File: src/rtl/aau_pkg.sv
package aau_pkg;

   typedef enum logic [2:0] {
      OP_ADD  = 3'd0,
      OP_ADDC = 3'd1,
      OP_SUBB = 3'd2,
      OP_MUL  = 3'd3,
      OP_DIV  = 3'd4
   } aau_op_e;

   localparam int PSW_W   = 8;
   localparam int PSW_CY  = 7;
   localparam int PSW_AC  = 6;
   localparam int PSW_F0  = 5;
   localparam int PSW_RS1 = 4;
   localparam int PSW_RS0 = 3;
   localparam int PSW_OV  = 2;
   localparam int PSW_F1  = 1;
   localparam int PSW_P   = 0;

   typedef struct packed {
      logic upd;
      logic cy;
      logic ac;
      logic ov;
   } flag_upd_t;

endpackage

File: src/rtl/aau_addsub.sv
module aau_addsub #(
   parameter int DATA_W = 8,
   localparam int NIB_W = DATA_W / 2,
   localparam int MSB   = DATA_W - 1
) (
   input  logic              clk,
   input  logic              rst_n,
   input  logic [DATA_W-1:0] a_i,
   input  logic [DATA_W-1:0] b_i,
   input  logic              cin_i,
   input  logic              sub_i,
   output logic [DATA_W-1:0] res_o,
   output logic              cy_o,
   output logic              ac_o,
   output logic              ov_o
);

   logic [DATA_W:0] full_w;
   logic [NIB_W:0]  low_w;

   always_comb begin
      if (sub_i) begin
         full_w = {1'b0, a_i} - {1'b0, b_i} - {{DATA_W{1'b0}}, cin_i};
         low_w  = {1'b0, a_i[NIB_W-1:0]} - {1'b0, b_i[NIB_W-1:0]}
                  - {{NIB_W{1'b0}}, cin_i};
      end else begin
         full_w = {1'b0, a_i} + {1'b0, b_i} + {{DATA_W{1'b0}}, cin_i};
         low_w  = {1'b0, a_i[NIB_W-1:0]} + {1'b0, b_i[NIB_W-1:0]}
                  + {{NIB_W{1'b0}}, cin_i};
      end
      res_o = full_w[DATA_W-1:0];
      // the extra top bit is carry for add and borrow for subtract
      cy_o  = full_w[DATA_W];
      ac_o  = low_w[NIB_W];
      if (sub_i)
         ov_o = (a_i[MSB] != b_i[MSB]) && (full_w[MSB] != a_i[MSB]);
      else
         ov_o = (a_i[MSB] == b_i[MSB]) && (full_w[MSB] != a_i[MSB]);
   end

   logic [DATA_W-1:0] undo_w;
   assign undo_w = res_o + b_i + {{(DATA_W-1){1'b0}}, cin_i};

   AST_SUB_INVERTS: assert property (@(posedge clk) disable iff (!rst_n)
      sub_i |-> (undo_w == a_i));

endmodule

File: src/rtl/aau_muldiv.sv
module aau_muldiv #(
   parameter int DATA_W       = 8,
   parameter bit DIV_UNROLLED = 1'b1,
   localparam int PROD_W      = 2 * DATA_W
) (
   input  logic              clk,
   input  logic              rst_n,
   input  logic [DATA_W-1:0] a_i,
   input  logic [DATA_W-1:0] b_i,
   input  logic              is_div_i,
   output logic [DATA_W-1:0] lo_o,
   output logic [DATA_W-1:0] hi_o,
   output logic              ov_o,
   output logic              div_zero_o
);

   logic [PROD_W-1:0] prod_w;
   logic [DATA_W-1:0] quo_w;
   logic [DATA_W-1:0] rem_w;

   assign prod_w     = {{DATA_W{1'b0}}, a_i} * {{DATA_W{1'b0}}, b_i};
   assign div_zero_o = (b_i == '0);

   generate
      if (DIV_UNROLLED) begin : g_div_restoring
         logic [DATA_W:0]   trial_w;
         logic [DATA_W-1:0] part_w;
         always_comb begin
            part_w = '0;
            quo_w  = '0;
            trial_w = '0;
            for (int i = DATA_W - 1; i >= 0; i--) begin
               trial_w = {part_w, a_i[i]};
               if (trial_w >= {1'b0, b_i}) begin
                  trial_w  = trial_w - {1'b0, b_i};
                  quo_w[i] = 1'b1;
               end
               part_w = trial_w[DATA_W-1:0];
            end
            rem_w = part_w;
         end
      end else begin : g_div_operator
         assign quo_w = div_zero_o ? '0  : a_i / b_i;
         assign rem_w = div_zero_o ? a_i : a_i % b_i;
      end
   endgenerate

   always_comb begin
      if (is_div_i) begin
         lo_o = quo_w;
         hi_o = rem_w;
         ov_o = div_zero_o;
      end else begin
         lo_o = prod_w[DATA_W-1:0];
         hi_o = prod_w[PROD_W-1:DATA_W];
         ov_o = |prod_w[PROD_W-1:DATA_W];
      end
   end

   logic [PROD_W-1:0] recomb_w;
   assign recomb_w = {{DATA_W{1'b0}}, lo_o} * {{DATA_W{1'b0}}, b_i}
                   + {{DATA_W{1'b0}}, hi_o};

   AST_DIV_RECOMBINE: assert property (@(posedge clk) disable iff (!rst_n)
      (is_div_i && !div_zero_o) |-> (recomb_w == {{DATA_W{1'b0}}, a_i}) && (hi_o < b_i));

   AST_MUL_OV_RANGE: assert property (@(posedge clk) disable iff (!rst_n)
      !is_div_i |-> (ov_o == ({hi_o, lo_o} > {{DATA_W{1'b0}}, {DATA_W{1'b1}}})));

endmodule

File: src/rtl/aau_status.sv
module aau_status
   import aau_pkg::*;
#(
   parameter int         DATA_W    = 8,
   parameter int         REG_IDX_W = 3,
   parameter logic [7:0] SFR_ADDR  = 8'hD0,
   localparam int        RADDR_W   = REG_IDX_W + 2
) (
   input  logic                 clk,
   input  logic                 rst_n,
   input  logic [7:0]           sfr_addr,
   input  logic                 sfr_we,
   input  logic [PSW_W-1:1]     sfr_wdata,
   input  logic                 sfr_bit_we,
   input  logic [2:0]           sfr_bit_idx,
   input  logic                 sfr_bit_val,
   input  logic [DATA_W-1:0]    acc_q,
   input  flag_upd_t            flag_upd,
   input  logic [REG_IDX_W-1:0] reg_idx,
   output logic [PSW_W-1:0]     psw_rdata,
   output logic                 cy_q,
   output logic [RADDR_W-1:0]   reg_addr
);

   logic [PSW_W-1:1] psw_q;
   logic [PSW_W-1:1] psw_d;
   logic             sfr_hit;
   logic             sfr_any;

   assign sfr_hit = (sfr_addr == SFR_ADDR);
   assign sfr_any = sfr_hit && (sfr_we || sfr_bit_we);

   always_comb begin
      psw_d = psw_q;
      if (sfr_hit && sfr_we)
         psw_d = sfr_wdata;
      // bit 0 is the live parity and cannot be written
      if (sfr_hit && sfr_bit_we && (sfr_bit_idx != 3'd0))
         psw_d[sfr_bit_idx] = sfr_bit_val;
      // arithmetic results override software for the result flags
      if (flag_upd.upd) begin
         psw_d[PSW_CY] = flag_upd.cy;
         psw_d[PSW_AC] = flag_upd.ac;
         psw_d[PSW_OV] = flag_upd.ov;
      end
   end

   always_ff @(posedge clk or negedge rst_n) begin
      if (!rst_n) psw_q <= '0;
      else        psw_q <= psw_d;
   end

   assign psw_rdata = {psw_q, ^acc_q};
   assign cy_q      = psw_q[PSW_CY];
   assign reg_addr  = {psw_q[PSW_RS1], psw_q[PSW_RS0], reg_idx};

   logic [3:0] user_bits;
   assign user_bits = {psw_q[PSW_F0], psw_q[PSW_RS1], psw_q[PSW_RS0], psw_q[PSW_F1]};

   AST_USER_FLAGS_KEPT: assert property (@(posedge clk) disable iff (!rst_n)
      !sfr_any |=> $stable(user_bits));

   AST_ARITH_WINS: assert property (@(posedge clk) disable iff (!rst_n)
      (flag_upd.upd && sfr_any) |=> (psw_q[PSW_CY] == $past(flag_upd.cy))
                                 && (psw_q[PSW_AC] == $past(flag_upd.ac))
                                 && (psw_q[PSW_OV] == $past(flag_upd.ov)));

   AST_BANK_FOLLOWS: assert property (@(posedge clk) disable iff (!rst_n)
      (sfr_hit && sfr_we && !sfr_bit_we)
         |=> (reg_addr[RADDR_W-1 -: 2] == $past(sfr_wdata[PSW_RS1:PSW_RS0])));

endmodule

File: src/rtl/acc_arith_unit.sv
module acc_arith_unit
   import aau_pkg::*;
#(
   parameter int         DATA_W       = 8,
   parameter int         REG_IDX_W    = 3,
   parameter logic [7:0] SFR_ADDR     = 8'hD0,
   parameter bit         DIV_UNROLLED = 1'b1,
   localparam int        RADDR_W      = REG_IDX_W + 2
) (
   input  logic                 clk,
   input  logic                 rst_n,
   input  logic                 op_valid,
   input  logic [2:0]           op_code,
   input  logic [DATA_W-1:0]    acc_q,
   input  logic [DATA_W-1:0]    opnd,
   output logic [DATA_W-1:0]    acc_nxt,
   output logic                 acc_we,
   output logic [DATA_W-1:0]    b_nxt,
   output logic                 b_we,
   input  logic [7:0]           sfr_addr,
   input  logic                 sfr_we,
   input  logic [PSW_W-1:1]     sfr_wdata,
   input  logic                 sfr_bit_we,
   input  logic [2:0]           sfr_bit_idx,
   input  logic                 sfr_bit_val,
   output logic [PSW_W-1:0]     psw_rdata,
   input  logic [REG_IDX_W-1:0] reg_idx,
   output logic [RADDR_W-1:0]   reg_addr
);

   generate
      if (DATA_W < 4 || (DATA_W % 2) != 0) begin : g_bad_width
         $error("acc_arith_unit: DATA_W must be even and at least 4");
      end
      if (REG_IDX_W < 1) begin : g_bad_idx
         $error("acc_arith_unit: REG_IDX_W must be at least 1");
      end
   endgenerate

   logic is_add, is_addc, is_subb, is_mul, is_div, is_as;
   assign is_add  = op_valid && (op_code == OP_ADD);
   assign is_addc = op_valid && (op_code == OP_ADDC);
   assign is_subb = op_valid && (op_code == OP_SUBB);
   assign is_mul  = op_valid && (op_code == OP_MUL);
   assign is_div  = op_valid && (op_code == OP_DIV);
   assign is_as   = is_add || is_addc || is_subb;

   logic              cy_q;
   logic              as_cin;
   logic [DATA_W-1:0] as_res;
   logic              as_cy, as_ac, as_ov;
   logic [DATA_W-1:0] md_lo, md_hi;
   logic              md_ov, md_zero;
   flag_upd_t         upd_s;

   assign as_cin = (is_addc || is_subb) ? cy_q : 1'b0;

   aau_addsub #(.DATA_W(DATA_W)) u_addsub (
      .clk   (clk),
      .rst_n (rst_n),
      .a_i   (acc_q),
      .b_i   (opnd),
      .cin_i (as_cin),
      .sub_i (is_subb),
      .res_o (as_res),
      .cy_o  (as_cy),
      .ac_o  (as_ac),
      .ov_o  (as_ov)
   );

   aau_muldiv #(.DATA_W(DATA_W), .DIV_UNROLLED(DIV_UNROLLED)) u_muldiv (
      .clk        (clk),
      .rst_n      (rst_n),
      .a_i        (acc_q),
      .b_i        (opnd),
      .is_div_i   (is_div),
      .lo_o       (md_lo),
      .hi_o       (md_hi),
      .ov_o       (md_ov),
      .div_zero_o (md_zero)
   );

   always_comb begin
      acc_nxt = is_as ? as_res : ((is_mul || is_div) ? md_lo : acc_q);
      b_nxt   = md_hi;
      acc_we  = is_as || is_mul || (is_div && !md_zero);
      b_we    = is_mul || (is_div && !md_zero);
      upd_s.upd = is_as || is_mul || is_div;
      upd_s.cy  = is_as && as_cy;
      upd_s.ac  = is_as && as_ac;
      upd_s.ov  = is_as ? as_ov : md_ov;
   end

   aau_status #(
      .DATA_W    (DATA_W),
      .REG_IDX_W (REG_IDX_W),
      .SFR_ADDR  (SFR_ADDR)
   ) u_status (
      .clk         (clk),
      .rst_n       (rst_n),
      .sfr_addr    (sfr_addr),
      .sfr_we      (sfr_we),
      .sfr_wdata   (sfr_wdata),
      .sfr_bit_we  (sfr_bit_we),
      .sfr_bit_idx (sfr_bit_idx),
      .sfr_bit_val (sfr_bit_val),
      .acc_q       (acc_q),
      .flag_upd    (upd_s),
      .reg_idx     (reg_idx),
      .psw_rdata   (psw_rdata),
      .cy_q        (cy_q),
      .reg_addr    (reg_addr)
   );

   AST_CARRY_CLEAR_MULDIV: assert property (@(posedge clk) disable iff (!rst_n)
      (is_mul || is_div) |=> !psw_rdata[PSW_CY]);

   AST_DIV_ZERO_FLAG: assert property (@(posedge clk) disable iff (!rst_n)
      (is_div && (opnd == '0)) |=> psw_rdata[PSW_OV]);

endmodule

File: config.mk
export PLATFORM = sky130hd
export DESIGN_NAME = acc_arith_unit
export DESIGN_NICKNAME = d
export VERILOG_FILES = /design/src/rtl/aau_pkg.sv /design/src/rtl/aau_addsub.sv /design/src/rtl/aau_muldiv.sv /design/src/rtl/aau_status.sv /design/src/rtl/acc_arith_unit.sv
export SDC_FILE = /design/constraint.sdc
export NUM_CORES = 1
export LEC_CHECK = 0
export ABC_AREA = 1
export CORE_MARGIN = 4
export CORE_UTILIZATION = 49
export DETAILED_ROUTE_END_ITERATION = 7
export PLACE_DENSITY = 0.76
export SLEW_MARGIN = 20
export SYNTH_ARGS = -nofsm -noshare
export SYNTH_HDL_FRONTEND = slang
export SYNTH_HIERARCHICAL = 1
export SYNTH_SLANG_ARGS = --single-unit
File: constraint.sdc
create_clock -name clk -period 60.3 [get_ports clk]
set_input_delay 12.06 -clock clk [delete_from_list [all_inputs] [get_ports clk]]
set_output_delay 12.06 -clock clk [all_outputs]
set_load 0.1 [all_outputs]
==> flow_metrics.tcl, run 1 <==
set metrics [dict create \
    cts_sinks 7 \
    drive_above_1_share_pct 8.84 \
    initial_utilization_pct 49.9 \
    ios 77 \
    ys_warn_count 6 \
    cp_common_cell "nand2_1" \
    worst_pin_slew_ns 0.992 \
    dieArea_um2 18200 \
    cts_root_buffer "clkbuf_16" \
    coreArea_um2 15800 \
    numCtsBuffers 3 \
    nFillCells 1551 \
    post_drt_wl_per_cell_um 14.3 \
    reg2reg_slack_ns 57.75 \
    drt-vias-per-instance 5.22 \
    timing.setup.tns_ns 0 \
    power_mw 0.399 \
    cts_max_path_buffers 2 \
    dpl.cell_count 1513 \
    max-cap-violations 0 \
    start_kind "input pin" \
    period_minus_slack_ns 40.30 \
    ir_drop_mv 0.0574 \
    synth_fp_nets 1466 \
    syn_inst 1250 \
    diodes 0 \
    synthesis.area_um2 7900 \
    cpMaxStageDelayCell "clkdlybuf4s50_1" \
    synth_edf_count 0 \
    reg2reg_from "u_status/psw_q[7]" \
    grt_max_degree 21 \
    nets 1518 \
    min_path_type "flip-flop to flip-flop" \
    slew_headroom_pct 33.7 \
    synth_area_leader_cell "ha_1" \
    synth_seq_cells 7 \
    num_vias 7915 \
    path_clk_slew_ns 0.04 \
    min_from "u_status/psw_q[1]" \
    slowest_delay_ns 1.15 \
    outcome "finished clean" \
    synth_cell_types 50 \
    htreeDepth 1 \
    drv_slew 0 \
    first_global_vias 7486 \
    period_share_pct 66.8 \
    arrival_ns 28.24 \
    crit_start "acc_q[7]" \
    syn-mean-instance-area_um2 6.32 \
    fp.dieH_um 135 \
    wl_mm 21.7 \
    grt_pass1_wl_mm 35.3 \
    final_cells 1517 \
    power_density_nw_per_um2 45.4 \
    postCtsHoldBufs 0 \
    dr.first_iter.drc_count 527 \
    post-route-util_pct 55.6 \
    regMostFlops "u_status/psw_q" \
    track_usage_pct 23.3 \
    rows 46 \
    largest_reg_flops 7 \
    antenna_found_initial 0 \
    yosysSeqAreaShare_pct 2.22 \
    ys_async_sr_fraction_pct 100 \
    cp-end-kind "output port" \
    synth_top_area_share_pct 19.5 \
    top_regs "u_status/psw_q x7" \
    rsz0062_at_grt "false" \
    synthTopCellsByArea "ha_1, nand2_1, fa_1" \
    area_growth_pct 11.3 \
    finalClockSkew_ns 0.000156 \
    cts_tree "built" \
    cts_setup_buffers 0 \
    critPathKind "input pin to output port" \
    firstDrtPassIters 5 \
    hold_viol_final 0 \
    globalRouteOverflowTotal 0 \
    critPathRequiredTime_ns 48.24 \
    max_freq_mhz 24.8 \
    synth_ff_type "dfrtp_1" \
    hpwl_mm 17.2 \
    clock_latency_ns 0.23 \
    fp.dieW_um 135 \
    crit_fanout 15 \
    drc 0 \
    ant_nets 0 \
    gp_congestion 0.940 \
    p_leak_nw 5.09 \
    cts_resized 0 \
    finalSetupViolations 0 \
    portBuffers 70 \
]
==> final timing paths <==
kind,depth (start not counted),end
min in group asynchronous,1,u_status/psw_q[7]
setup reg to reg,14,u_status/psw_q[7]
setup / recovery,98,b_nxt[2]
hold reg to reg,4,u_status/psw_q[1]
max in group asynchronous,1,u_status/psw_q[1]
hold / removal,4,u_status/psw_q[1]
==> power breakdown <==
| part | internal, mW | switching, mW |
|---|---|---|
| combinational | 0.125 | 0.258 |
| clock | 0.00869 | 0.00244 |
| sequential | 0.00513 | 0.000220 |
| total | 0.139 | 0.260 |
==> area by class of cell <==
type	count	area [µm²]	area share, %
Timing Repair Buffer	77	753	8.56
Clock inverter	1	5.00	0.0569
Sequential cell	7	175	1.99
Inverter	260	981	11.2
Clock buffer	3	75.1	0.854
Tap cell	216	270	3.07
Multi-Input combinational cell	953	6540	74.3
==> Yosys cell counts, types with 13 or more instances <==
cell,count
nor2_1,60
nand3_1,57
o21ai_0,53
fa_1,47
nand4_1,17
inv_2,16
a21oi_1,60
nand2_2,30
inv_1,240
nand2_1,341
ha_1,123
xor2_1,31
nand3_2,13
xnor2_1,20
==> per-layer routing <==
layer,up-vias,track usage (%),part of all wire (%)
met5,-,0,0
met4,0,4.82,1.8
met3,41,2.94,8.0
met2,285,40.8,47
met1,3582,30.8,43
li1,4007,-,-
==> logic make-up after synthesis <==
logic type      count (synthesis)  synth area share, %
simple gates                  570                 33.8
buf+inv                       290                 15.1
fa+ha+maj                     170                 31.4
compound gates                161                 11.7
xor+xnor                       51                 5.65
flops                           7                 2.22
mux                             1                0.127
==> per-stage QoR <==
step           hold WS (ns)  setup WS [ns]  area [µm²]
2_1_floorplan         0.562          23.04        7900
3_3_place_gp          0.566          20.65        8710
3_5_place_dp          0.569          20.19        8710
4_1_cts               0.577          20.17        8790
5_1_grt               0.640          18.26        8790
6_report              0.574          20.00        8790
==> worst max-delay path: cells and delay by family <==
kind            cells  cell delay (ns)
buf+inv            17             3.30
simple gates       44             4.62
fa+ha+maj           9             2.51
compound gates     28             5.74
==> cells in the final DEF (no fill, tap or decap), types with 3 or more instances in the layout <==
master / count
nor2_1: 60
nand2_1: 341
o21a_1: 3
inv_2: 16
nand3_4: 4
o21bai_1: 8
nor4_1: 4
ha_1: 123
clkinv_2: 3
inv_1: 240
a21o_1: 5
o311ai_0: 3
nand3_2: 13
or2_2: 7
nand4_1: 17
clkdlybuf4s50_1: 70
nor2_4: 8
a21oi_1: 60
nand2_2: 30
nand3_1: 57
o21ai_0: 53
clkbuf_16: 3
dfrtp_1: 7
nor3_1: 3
xnor2_1: 20
o21ai_1: 12
nand2_4: 6
a21oi_2: 3
xor2_1: 31
fa_1: 47
nand3b_1: 6
buf_4: 7
nor2_2: 8
o21ai_2: 3
Note: power is estimated with default switching activity, not from simulation.
==> run 2: changes to the inputs <==
- PLACE_DENSITY: 0.76 -> 0.79
- clock period: 60.3 -> 35.1 ns (I/O delays scaled with it)
==> run 2 against run 1 <==
  * Core utilization is essentially flat
  * Largest cell class unchanged
  * Setup slack worse by 15 ns
  * Design area hardly changed
  * Sequential power is 73% higher
  * Clock skew about the same
  * Critical path type unchanged
  * Global-route usage fell by 0.13 points
  * Clock power is 74% higher
  * Register-to-register slack got worse by 25 ns
  * Die area stayed put
==> flow_metrics.tcl, run 2 (same netlist as run 1, synthesis figures left out) <==
set metrics [dict create \
    dr.first_iter.drc_count 496 \
    hpwl_mm 17.2 \
    cts_max_path_buffers 2 \
    layout_common_cells "nand2_1, inv_1, ha_1" \
    post-route-util_pct 55.6 \
    critPathRequiredTime_ns 28.08 \
    track_usage_pct 23.2 \
    postCtsHoldBufs 0 \
    critPathKind "input pin to output port" \
    nets 1518 \
    cpMaxStageDelayCell "clkdlybuf4s50_1" \
    gp_congestion 0.950 \
    slew_headroom_pct 32.3 \
    finalClockSkew_ns 0.0000593 \
    rsz0062_at_grt "false" \
    start_kind "input pin" \
    pwr-share-clk_pct 2.8 \
    outcome "finished clean" \
    cp_common_cell "nand2_1" \
    drt-vias-per-instance 5.22 \
    p_seq_share_pct 1.4 \
    cts_setup_buffers 0 \
    cts_root_buffer "clkbuf_16" \
    numCtsBuffers 3 \
    cts_resized 0 \
    final_cells 1517 \
    worst_pin_slew_ns 1.01 \
    fp.dieH_um 135 \
    design_area_um2 8790 \
    drv_slew 0 \
    htreeDepth 1 \
    drive_above_1_share_pct 8.76 \
    slowest_delay_ns 1.15 \
    coreArea_um2 15800 \
    dpl.cell_count 1513 \
    globalRouteOverflowTotal 0 \
    ant_nets 0 \
    portBuffers 70 \
    finalSetupViolations 0 \
    p_leak_nw 5.09 \
    clock_latency_ns 0.23 \
    power.switching_mw 0.448 \
    fp.dieW_um 135 \
    layout_commonest_cell "nand2_1" \
    period_minus_slack_ns 30.23 \
    ir_drop_mv 0.0969 \
    arrival_ns 23.21 \
    top_regs "u_status/psw_q x7" \
    drc 0 \
    ios 77 \
    period_share_pct 86.1 \
    antenna_found_initial 0 \
    cp-end-kind "output port" \
    area_growth_pct 11.3 \
    wl_mm 21.5 \
    max_freq_mhz 33.1 \
    critical_path.top_delay_family "compound AO/OA/AOI/OAI gates" \
    rows 46 \
    hold_viol_final 0 \
    power_mw 0.685 \
    critPathBufInv 17 \
    grt_max_degree 21 \
    switching_share_pct 65.3 \
    crit_fanout 15 \
    diodes 0 \
    first_global_vias 7489 \
    timing.setup.tns_ns 0 \
    cts_tree "built" \
    grt_pass1_wl_mm 35.1 \
    firstDrtPassIters 6 \
    num_vias 7919 \
    post_drt_wl_per_cell_um 14.2 \
    cts_sinks 7 \
    initial_utilization_pct 49.9 \
    path_clk_slew_ns 0.04 \
    placed_area_um2 8710 \
    regMostFlops "u_status/psw_q" \
    power_density_nw_per_um2 78.0 \
    min_path_type "flip-flop to flip-flop" \
    largest_reg_flops 7 \
    dieArea_um2 18200 \
    internal_power_mw 0.238 \
    max-cap-violations 0 \
    p_comb_share_pct 95.8 \
]
-- run 2: cell count changes in the layout (fill, tap and decap cells not counted), sizes merged --
cell,before,now
clkbuf,3,4
clkinv,4,3
-- run 2: area by class of cell --
type                       count  area [µm²]
fill                        1552        7030
multi-input combinational    953        6540
inverter                     260         981
timing repair buffer          77         753
tap                          216         270
sequential                     7         175
clock buffer                   4        78.8
-- run 2: final timing paths --
check | start | slack [ns] | cells after the start | to
setup reg to reg | u_status/psw_q[7] | 32.46 | 14 | u_status/psw_q[7]
min in group asynchronous | rst_n | 7.05 | 1 | u_status/psw_q[3]
hold / removal | u_status/psw_q[2] | 0.59 | 4 | u_status/psw_q[2]
max in group asynchronous | rst_n | 27.82 | 1 | u_status/psw_q[6]
hold reg to reg | u_status/psw_q[2] | 0.59 | 4 | u_status/psw_q[2]
setup / recovery | acc_q[7] | 4.87 | 98 | b_nxt[2]
-- run 2: layer usage --
| layer | up-vias | wire (µm) | global-route usage, % |
|---|---|---|---|
| li1 | 3998 | - | - |
| met1 | 3636 | 9480 | 30.7 |
| met2 | 245 | 10200 | 40.8 |
| met3 | 40 | 1280 | 1.30 |
| met4 | 0 | 552 | 6.89 |
| met5 | - | 0 | 0 |
-- run 2: stage by stage --
step                hold slack, ns  setup WS (ns)
floorplan                    0.562           7.92
global placement             0.580           5.64
detailed placement           0.582           5.04
CTS                          0.591           4.98
global route                 0.616           3.29
finish                       0.593           4.87
-- run 2: worst register-to-register path, delay by kind of cell, from the launching register on --
kind,cells,cell delay (ns)
buf+inv,2,0.12
fa+ha+maj,2,0.84
compound gates,2,0.39
simple gates,8,0.85
flops,1,0.37
-- run 2: power by group through the flow --
stage / logic (mW) / clock network (mW) / registers [mW]
final: 0.657 / 0.0193 / 0.00928
after global routing: 0.725 / 0.0198 / 0.00942
after CTS: 0.653 / 0.0195 / 0.00929
after detailed placement: 0.650 / 0 / 0.00937
after global placement: 0.643 / 0 / 0.00934
after floorplan: 0.516 / 0 / 0.0138
